$ cat config.mk
export PLATFORM = sky130hd
export DESIGN_NAME = acm_multiplier
export DESIGN_NICKNAME = d
export VERILOG_FILES = /design/src/rtl/acm_pkg.sv /design/src/rtl/acm_cell.sv /design/src/rtl/acm_sum.sv /design/src/rtl/acm_node.sv /design/src/rtl/acm_multiplier.sv
export SDC_FILE = /design/constraint.sdc
export NUM_CORES = 1
export LEC_CHECK = 0
export BUFFER_PORTS_ARGS = -buffer_cell sky130_fd_sc_hd__clkbuf_2
export CAP_MARGIN = 20
export CORE_MARGIN = 4
export CORE_UTILIZATION = 35
export DETAILED_ROUTE_END_ITERATION = 7
export REMOVE_ABC_BUFFERS = 1
export SLEW_MARGIN = 20
export SYNTH_ARGS = -nofsm -noshare
export SYNTH_HDL_FRONTEND = slang
export SYNTH_SLANG_ARGS = --single-unit
$ cat constraint.sdc
create_clock -name vclk -period 19.4
set_input_delay 3.88 -clock vclk [all_inputs]
set_output_delay 3.88 -clock vclk [all_outputs]
set_load 0.01 [all_outputs]
$ cat src/rtl/acm_pkg.sv
package acm_pkg;
  typedef enum logic [1:0] {
    CELL_EXACT  = 2'd0,
    CELL_TRUNC3 = 2'd1,
    CELL_MIRROR = 2'd2
  } cell_kind_e;
endpackage

$ cat src/rtl/acm_cell.sv
module acm_cell
  import acm_pkg::*;
#(
  parameter cell_kind_e KIND    = CELL_EXACT,
  parameter bit         CORRECT = 1'b0
) (
  input  logic [1:0] a,
  input  logic [1:0] b,
  input  logic       fix,
  output logic [3:0] p
);
  logic [3:0] full;
  assign full = {2'b00, a} * {2'b00, b};

  if (KIND == CELL_TRUNC3) begin : g_trunc
    logic       hit;
    logic [2:0] short_p;
    logic       unused_msb;
    assign unused_msb = full[3];
    assign hit        = &{a, b};
    // only 3x3 overflows three bits; it is pinned to 7
    assign short_p    = hit ? 3'd7 : full[2:0];
    if (CORRECT) begin : g_fix
      assign p = {1'b0, short_p} + {2'b00, hit & fix, 1'b0};
    end else begin : g_raw
      logic unused_fix;
      assign unused_fix = fix;
      assign p = {1'b0, short_p};
    end
  end else if (KIND == CELL_MIRROR) begin : g_mirror
    logic unused_lsb;
    assign unused_lsb = full[0];
    if (CORRECT) begin : g_fix
      logic miss;
      // odd products other than 9 lose their low bit
      assign miss = a[0] & b[0] & ~(a[1] & b[1]);
      assign p = {full[3:1], full[3] ^ (fix & miss)};
    end else begin : g_raw
      logic unused_fix;
      assign unused_fix = fix;
      assign p = {full[3:1], full[3]};
    end
  end else begin : g_exact
    logic unused_fix;
    assign unused_fix = fix;
    assign p = full;
  end
endmodule

$ cat src/rtl/acm_sum.sv
module acm_sum #(
  parameter int H = 1
) (
  input  logic [2*H-1:0] ll,
  input  logic [2*H-1:0] hl,
  input  logic [2*H-1:0] lh,
  input  logic [2*H-1:0] hh,
  output logic [4*H-1:0] s
);
  localparam int PW = 2 * H;
  logic [4*H-1:0] e_ll, e_hl, e_lh, e_hh;
  assign e_ll = {{PW{1'b0}}, ll};
  assign e_hl = {{PW{1'b0}}, hl} << H;
  assign e_lh = {{PW{1'b0}}, lh} << H;
  assign e_hh = {{PW{1'b0}}, hh} << PW;
  assign s    = e_ll + e_hl + e_lh + e_hh;
endmodule

$ cat src/rtl/acm_node.sv
module acm_node
  import acm_pkg::*;
#(
  parameter int         W       = 8,
  parameter cell_kind_e KIND    = CELL_EXACT,
  parameter bit         CORRECT = 1'b0
) (
  input  logic [W-1:0]             a,
  input  logic [W-1:0]             b,
  input  logic [(W/2)*(W/2)-1:0]   en,
  output logic [2*W-1:0]           p
);
  localparam int NC = (W / 2) * (W / 2);

  if (W == 2) begin : g_leaf
    acm_cell #(.KIND(KIND), .CORRECT(CORRECT)) u_cell (
      .a(a), .b(b), .fix(en[0]), .p(p)
    );
  end else begin : g_split
    localparam int H   = W / 2;
    localparam int SNC = NC / 4;
    logic [W-1:0] pp [4];
    for (genvar q = 0; q < 4; q++) begin : g_quad
      logic [H-1:0] sa, sb;
      assign sa = (q % 2 == 1) ? a[W-1:H] : a[H-1:0];
      assign sb = (q / 2 == 1) ? b[W-1:H] : b[H-1:0];
      acm_node #(.W(H), .KIND(KIND), .CORRECT(CORRECT)) u_sub (
        .a(sa), .b(sb), .en(en[q*SNC +: SNC]), .p(pp[q])
      );
    end
    acm_sum #(.H(H)) u_sum (
      .ll(pp[0]), .hl(pp[1]), .lh(pp[2]), .hh(pp[3]), .s(p)
    );
  end
endmodule

$ cat src/rtl/acm_multiplier.sv
module acm_multiplier
  import acm_pkg::*;
#(
  parameter int         OPW     = 8,
  parameter cell_kind_e KIND    = CELL_MIRROR,
  parameter bit         CORRECT = 1'b1
) (
  input  logic [OPW-1:0]               op_x,
  input  logic [OPW-1:0]               op_y,
  input  logic [(OPW/2)*(OPW/2)-1:0]   acc_en,
  output logic [2*OPW-1:0]             prod
);
  localparam int NCELL = (OPW / 2) * (OPW / 2);

  logic [NCELL-1:0] en_w;
  assign en_w = acc_en;

  acm_node #(.W(OPW), .KIND(KIND), .CORRECT(CORRECT)) u_root (
    .a(op_x), .b(op_y), .en(en_w), .p(prod)
  );
endmodule

==> metrics.cfg, run 1 <==
[critical_path]
end_kind = primary output
critPathSlowestCell = fa_1
critPathArrivalTime_ns = 9.20
cp.required_ns = 15.52
crit_type = input pin to primary output
start_kind = input pin
critPathMaxFanout = 8
path_buf_inv = 7
critPathTopFamily = adder cells
slowest_delay_ns = 0.54

[power_and_ir_drop]
vdd_drop_max_uv = 36.40
power.density_mw_per_mm2 = 65.26
p_leak_nw = 1.892

[global_route]
grt_max_degree = 9
grt.overflow.total = 0
grt_antenna_before_repair = 0
grt_pass1_wl_um = 11060
grt.total_usage_pct = 13.07
grt_pass1_vias = 2496

[die]
die-height_um = 98.84
dieWidth_um = 98.84
rows = 32
dieArea_sq_mm = 0.009768
core_sq_mm = 0.007888
io_pins = 48
start_util_pct = 36.61

[logic_synthesis]
syn-cell-area_sq_mm = 0.002888
ys_warn_count = 0
synth-xor-area-share_pct = 11.53
avgSynthCellArea_sq_um = 8.112
synth_top_cell_by_area = ha_1
synthCells = 356
synth_top_family_by_area = adder cells
synthMuxAreaShare_pct = 0
synth-adder-area-share_pct = 46.62
synth_compound_area_share_pct = 11.61
synth.distinct_cells = 34
synth_area_leaders = ha_1, fa_1, and2_1
synth-simple-area-share_pct = 21.71
yosysSeqAreaShare_pct = 0
synth_top_area_share_pct = 28.60

[final_layout]
clkbuf_count = 0
final_cell_mix = ha_1, inv_1, and2_1
regArea_sq_um = 0
flops_and_latches = 0
layout.nets = 528
areaGrowthSynthToFinish_pct = 12.39
final_common_cell = ha_1
diodes = 0
fillCellCount = 829
fin_cells = 504
drive_above_1_share_pct = 13.68

[sta]
worstMarginPinSlew_ns = 0.3760
fin_crit_sh_pct = 67.42
setup_viol = 0
relSlewSlack_pct = 74.87
hold_viol_final = 0
rsz0062_at_grt = false
fmax_mhz = 76.45
slew_violations = 0
period_minus_slack_ns = 13.08
setup_tns_ns = 0

[place]
gp_congestion = 0.7670
io_buffers = 48
dp_hpwl_um = 5676
placedCellCount = 504

[run_status]
outcome = finished, final reports clean

[drt]
drc = 0
vias = 2432
wirelength_um = 6164
drtIter0Drc = 61
ant_nets = 0
viasPerCell = 4.825
dr.pass1.iters = 4
avgRoutedWirePerCell_um = 12.23

[hold_path]
hold_path.class = input pin to primary output

[cts]
hold_buffers = 0
cts_setup_buffers = 0
post_cts_resized = 0

[run]
drv_cap = 0

metal layers:
| metal | GRT usage (%) | share of wire (%) | up-vias |
|---|---|---|---|
| met5 | 0 | 0 | - |
| li1 | - | - | 1281 |
| met1 | 18.01 | 48 | 1127 |
| met4 | 0 | 0 | 0 |
| met2 | 24.17 | 50 | 24 |
| met3 | 0.3539 | 1.7 | 0 |
final timing paths:
| check | startpoint | endpoint | slack [ns] | cells past startpoint |
|---|---|---|---|---|
| max | op_x[0] | prod[15] | 6.32 | 26 |
| min | acc_en[0] | prod[0] | 8.18 | 5 |
kinds of logic after synthesis:
family | after synthesis
adder cells (fa/ha/maj) | 92
AND/OR/NAND/NOR | 113
AO/OA/AOI/OAI | 48
buffers and inverters | 65
XOR/XNOR | 38
tightest hold or removal path, delay by kind of cell:
family / cells / cell delay, ns
and+or+nand+nor: 2 / 0.12
xor gates and xnor gates: 1 / 0.11
buffers and inverters: 2 / 0.20
report_power, final:
part / leakage (nW) / switching, mW / internal, mW
logic: 1.89 / 0.120 / 0.0915
registers: 0 / 0 / 0
clock network: 0 / 0 / 0
total: 1.89 / 0.120 / 0.0915
synthesized netlist by cell type, drive strengths merged:
cell / instances
ha: 66
inv: 63
and2: 49
fa: 26
xnor2: 23
nor2: 21
nand3: 20
xor2: 15
a21oi: 13
a21o: 12
o21ai: 8
and3: 7
nand4: 5
a211oi: 4
nand2: 4
nor3: 3
or3: 3
buf: 2
o21a: 2
a2111oi: 1
a221o: 1
a221oi: 1
a2bb2oi: 1
a31oi: 1
a32oi: 1
o21ba: 1
o2bb2ai: 1
o311ai: 1
or2: 1
per-stage QoR:
stage | worst slack [ns] | hold slack (ns) | cell area, sq um | total power, mW | util [%]
finish | 6.320 | 8.181 | 3246 | 0.2118 | 41.15
floorplan | 6.929 | 7.994 | 2878 | 0.1536 | -
global route | 5.958 | 8.220 | 3246 | 0.2434 | 41.15
detailed placement | 6.337 | 8.187 | 3246 | 0.2146 | 41.15
global placement | 6.433 | 8.186 | 3246 | 0.2127 | 41.15
CTS | 6.298 | 8.188 | 3246 | 0.2160 | 41.15
layout make-up:
cell class | instances | area [sq um] | area share, %
timing repair buffer | 48 | 240.2 | 7.402
inverter | 63 | 236.5 | 7.286
multi-input combinational | 291 | 2641 | 81.38
tap | 102 | 127.6 | 3.932
Note: power is estimated with default switching activity, not from simulation.
==> run 2: changes to the inputs <==
clock period = 13.1 ns   (was 19.4 ns; I/O delays follow)
==> run 2 against run 1 <==
  * First-iteration DRC count fell by 44%
  * Flip-flop and latch count did not move
  * Cell count did not move
  * Critical path depth did not move
  * Highest routed layer is now met4
  * Global-route usage fell by 0.22 points
  * Combinational power rose by 49%
  * Worst setup slack got worse by 3.8 ns
  * Via count fell by 0.21%
  * Worst hold slack got worse by 2.5 ns
  * Utilization did not move
  * Die area did not move
  * Critical path type unchanged
==> metrics.cfg, run 2 (synthesis gave the netlist of run 1 again) <==
[run_status]
outcome = finished, final reports clean  ; unchanged

[global_route]
met3_usage_pct = 0.2831  ; was 0.3539%
top_usage_layer = met2  ; unchanged
grt_max_degree = 9  ; unchanged
grt.total_usage_pct = 12.85  ; was 13.07%
grt_pass1_wl_um = 10850  ; was 11060 um
grt_antenna_before_repair = 0  ; unchanged
grt_pass1_vias = 2462  ; was 2496
grt.overflow.total = 0  ; unchanged
met2_usage_pct = 23.35  ; was 24.17%
met1_usage_pct = 17.47  ; was 18.01%

[final_layout]
final_common_cell = ha_1  ; unchanged
drive_above_1_share_pct = 13.68  ; unchanged
flops_and_latches = 0  ; unchanged
final_cell_mix = ha_1, inv_1, and2_1  ; unchanged
fillCellCount = 821  ; was 829
clkbuf_count = 0  ; unchanged
areaGrowthSynthToFinish_pct = 12.39  ; unchanged
layout.nets = 528  ; unchanged
diodes = 0  ; unchanged
regArea_sq_um = 0  ; unchanged

[die]
dieArea_sq_mm = 0.009768  ; unchanged
start_util_pct = 36.61  ; unchanged
rows = 32  ; unchanged
io_pins = 48  ; unchanged
die-height_um = 98.84  ; unchanged
core_sq_mm = 0.007888  ; unchanged
dieWidth_um = 98.84  ; unchanged

[cts]
hold_buffers = 0  ; unchanged
post_cts_resized = 0  ; unchanged
cts_setup_buffers = 0  ; unchanged

[hold_path]
min_from = acc_en[0]  ; unchanged
hold_path.class = input pin to primary output  ; unchanged
whs_path_depth = 5  ; unchanged
worstHoldEndpoint = prod[0]  ; unchanged

[critical_path]
crit_type = input pin to primary output  ; unchanged
end_kind = primary output  ; unchanged
critPathArrivalTime_ns = 7.94  ; was 9.20 ns
critPathMaxFanout = 8  ; unchanged
start_kind = input pin  ; unchanged
cp.required_ns = 10.48  ; was 15.52 ns

[sta]
slew_violations = 0  ; unchanged
fmax_mhz = 94.68
fin_crit_sh_pct = 80.63
period_minus_slack_ns = 10.56
worstMarginPinSlew_ns = 0.4047  ; was 0.3760 ns
rsz0062_at_grt = false  ; unchanged
setup_viol = 0  ; unchanged
setup_tns_ns = 0  ; unchanged
relSlewSlack_pct = 72.95  ; was 74.87%
hold_viol_final = 0  ; unchanged

[drt]
avgRoutedWirePerCell_um = 12.31  ; was 12.23 um
drc = 0  ; unchanged
viasPerCell = 4.815  ; was 4.825
drtIter0Drc = 34  ; was 61
ant_nets = 0  ; unchanged
vias = 2427  ; was 2432
dr.pass1.iters = 4  ; unchanged
wirelength_um = 6203  ; was 6164 um

[place]
dp_hpwl_um = 5759  ; was 5676 um
gp_congestion = 0.7683  ; was 0.7670
io_buffers = 48  ; unchanged

[power_and_ir_drop]
vdd_drop_max_uv = 53.89  ; was 36.40 uV
power.density_mw_per_mm2 = 97.18  ; was 65.26 mW/mm^2
finalPower_uw = 315.4  ; was 211.8 uW
p_leak_nw = 1.892  ; unchanged

[run]
drv_cap = 0  ; unchanged

run 2: cell counts in the layout (fill, tap and decap cells not counted):
No cell type changed its count.
run 2: worst max path at each step:
stage | start | end | slack, ns | depth (start not counted)
after floorplan | op_y[3] | prod[14] | 3.15 | 22
after global placement | op_x[0] | prod[15] | 2.66 | 26
after detailed placement | op_x[0] | prod[15] | 2.56 | 26
after CTS | op_x[0] | prod[15] | 2.54 | 26
after global routing | op_x[0] | prod[15] | 2.15 | 26
final | op_x[0] | prod[15] | 2.54 | 26
run 2: power breakdown:
group / leakage [nW] / internal, mW / switching, mW / total (mW)
registers: 0 / 0 / 0 / 0
logic: 1.89 / 0.136 / 0.179 / 0.315
clock network: 0 / 0 / 0 / 0
total: 1.89 / 0.136 / 0.179 / 0.315
run 2: per-layer routing:
metal | share of wire [%] | up-vias | wire (um)
met3 | 2.0 | 5 | 122
met1 | 48 | 1116 | 2957
met4 | 1.6 | 0 | 99
met2 | 49 | 31 | 3023
met5 | 0 | - | 0
li1 | - | 1275 | -
run 2: worst max-delay path, stage by stage:
cell and delay (ns):
clkbuf_2 0.16, and2_1 0.18, ha_1 0.20, ha_1 0.17, inv_1 0.12, fa_1 0.40
inv_1 0.06, ha_1 0.15, inv_1 0.05, fa_1 0.40, inv_1 0.07, a21o_1 0.10
a21oi_1 0.07, xnor2_1 0.13, ha_1 0.34, and3_1 0.20, a221o_1 0.35, xnor2_1 0.16
fa_1 0.54, inv_1 0.04, ha_1 0.43, nand3_1 0.12, a2bb2oi_1 0.18, a2111oi_1 0.43
o2bb2ai_1 0.13, clkbuf_2 0.14
run 2: layout make-up:
type / instances / area [sq um] / area share [%]
well taps: 102 / 127.6 / 3.932
repair buffers: 48 / 240.2 / 7.402
multi-input cells: 291 / 2641 / 81.38
inverters: 63 / 236.5 / 7.286
run 2: through the flow:
step / hold slack (ns) / std cells / cell area [sq um] / utilization (%) / setup WS [ns]
finish: 5.659 / 504 / 3246 / 41.15 / 2.538
global route: 5.687 / 504 / 3246 / 41.15 / 2.147
CTS: 5.668 / 504 / 3246 / 41.15 / 2.540
detailed placement: 5.666 / 504 / 3246 / 41.15 / 2.557
global placement: 5.666 / 504 / 3246 / 41.15 / 2.656
floorplan: 5.474 / 354 / 2878 / - / 3.149
==> run 3: changes to the inputs <==
ABC_AREA = 1   (was default)
clock period = 9.55 ns   (was 13.1 ns; I/O delays follow)
==> run 3 against run 2 <==
  * Die area increased by 0.56%
  * Utilization down 0.41 points
  * Non-clock buffer count is the same
  * Largest power group unchanged
==> metrics.cfg, run 3 <==
[sta]
worstMarginPinSlew_ns = 0.3671  ; was 0.4047 ns
slew_violations = 0  ; unchanged
rsz0062_at_grt = false  ; unchanged
fin_crit_sh_pct = 91.88
relSlewSlack_pct = 75.35  ; was 72.95%
setup_viol = 0  ; unchanged
hold_viol_final = 0  ; unchanged
period_minus_slack_ns = 8.774
fmax_mhz = 114.0
setup_tns_ns = 0  ; unchanged

[cts]
post_cts_resized = 0  ; unchanged
hold_buffers = 0  ; unchanged
cts_setup_buffers = 0  ; unchanged

[final_layout]
diodes = 0  ; unchanged
areaGrowthSynthToFinish_pct = 10.59  ; was 12.39%
fillCellCount = 818  ; was 821
regArea_sq_um = 0  ; unchanged
final_cell_mix = inv_1, nand2_1, ha_1  ; was ha_1, inv_1, and2_1
drive_above_1_share_pct = 11.30  ; was 13.68%
layout.nets = 586  ; was 528
final_common_cell = inv_1  ; was ha_1
clkbuf_count = 0  ; unchanged
flops_and_latches = 0  ; unchanged
fin_cells = 562  ; was 504
final_cell_area_sq_mm = 0.003213  ; was 0.003246 sq mm

[drt]
dr.pass1.iters = 6  ; was 4
wirelength_um = 6473  ; was 6203 um
drc = 0  ; unchanged
ant_nets = 0  ; unchanged
avgRoutedWirePerCell_um = 11.52  ; was 12.31 um
viasPerCell = 4.466  ; was 4.815
vias = 2510  ; was 2427
drtIter0Drc = 71  ; was 34

[die]
core_sq_mm = 0.007888  ; unchanged
dieWidth_um = 99.11  ; was 98.84 um
rows = 32  ; unchanged
io_pins = 48  ; unchanged
die-height_um = 99.11  ; was 98.84 um
dieArea_sq_mm = 0.009823  ; was 0.009768 sq mm
start_util_pct = 36.83  ; was 36.61%

[global_route]
grt.total_usage_pct = 13.89  ; was 12.85%
grt_max_degree = 9  ; unchanged
grt_antenna_before_repair = 0  ; unchanged
grt_pass1_wl_um = 11600  ; was 10850 um
grt.overflow.total = 0  ; unchanged
grt_pass1_vias = 2619  ; was 2462

[power_and_ir_drop]
power.density_mw_per_mm2 = 123.9  ; was 97.18 mW/mm^2
vdd_drop_max_uv = 50.95  ; was 53.89 uV
p_leak_nw = 2.200  ; was 1.892 nW

[logic_synthesis]
synth_top_area_share_pct = 28.42  ; was 28.60%
synthCells = 428  ; was 356
yosysMostFrequentCell = inv_1  ; was ha_1
avgSynthCellArea_sq_um = 6.788  ; was 8.112 sq um
synth_common_cells = inv_1, nand2_1, ha_1, fa_1, xor2_1  ; was ha_1, inv_1, and2_1, fa_1, xnor2_1
synth.distinct_cells = 21  ; was 34
synth_top_cell_by_area = ha_1  ; unchanged
yosysSeqAreaShare_pct = 0  ; unchanged
synth_area_leaders = ha_1, fa_1, inv_1  ; was ha_1, fa_1, and2_1
syn-cell-area_sq_mm = 0.002905  ; was 0.002888 sq mm
ys_warn_count = 0  ; unchanged

[run_status]
outcome = finished, final reports clean  ; unchanged

[place]
io_buffers = 48  ; unchanged
place_area_sq_mm = 0.003213  ; was 0.003246 sq mm
gp_congestion = 0.8139  ; was 0.7683
dp_hpwl_um = 6000  ; was 5759 um
placedCellCount = 562  ; was 504

[critical_path]
critPathSlowestCell = fa_1  ; unchanged
start_kind = input pin  ; unchanged
worst_path_most_repeated_cell = nand2_1
end_kind = primary output  ; unchanged
slowest_delay_ns = 0.53  ; was 0.54 ns
critPathMaxFanout = 8  ; unchanged
cp.required_ns = 7.64  ; was 10.48 ns
critPathArrivalTime_ns = 6.86  ; was 7.94 ns
crit_type = input pin to primary output  ; unchanged

[hold_path]
whs_path_depth = 4  ; was 5
hold_path.class = input pin to primary output  ; unchanged

[run]
drv_cap = 0  ; unchanged

## run 3: worst paths after layout
| path | slack, ns | endpoint | from |
|---|---|---|---|
| min | 4.17 | prod[0] | acc_en[0] |
| max | 0.78 | prod[15] | op_x[1] |
## run 3: power breakdown
part	total [mW]	switching [mW]	leakage [nW]	internal, mW
sequential	0	0	0	0
clock	0	0	0	0
combinational	0.398	0.235	2.20	0.163
total	0.398	0.235	2.20	0.163
## run 3: per-layer routing
metal,GRT usage [%],part of all wire (%),vias to the layer above
met5,0,0,-
met4,0.3151,0.20,0
met3,1.403,3.4,4
met2,25.41,47,38
met1,18.65,50,1105
li1,-,-,1363
## run 3: area by class of cell
class	count	area (sq um)	share of cell area, %
timing repair buffer	48	240.2	7.477
inverter	121	454.2	14.14
tap	102	127.6	3.972
multi-input combinational	291	2391	74.42
## run 3: logic make-up (layout without fill, tap and decap cells)
family | Yosys count | in the layout | synth area share [%]
adders and majority gates | 92 | 92 | 46.34
xor gates and xnor gates | 34 | 34 | 10.51
buffers and inverters | 137 | 169 | 17.70
and+or+nand+nor | 142 | 142 | 21.06
AOI/OAI and AO/OA | 23 | 23 | 4.393
## run 3: through the flow
step                worst slack (ns)  utilization, %  hold slack [ns]  power (mW)
floorplan                      1.403               -            3.989      0.2843
global placement              0.8203           40.74            4.172      0.4009
detailed placement            0.7519           40.74            4.169      0.4037
CTS                           0.7387           40.74            4.171      0.4062
global route                  0.2723           40.74            4.192      0.4622
finish                        0.7758           40.74            4.173      0.3981
## run 3: worst max-delay path: cells and delay by family
family | cells | cell delay (ns)
xor+xnor | 1 | 0.18
compound gates | 2 | 0.37
simple gates | 14 | 1.27
buf+inv | 8 | 0.65
fa+ha+maj | 8 | 2.49
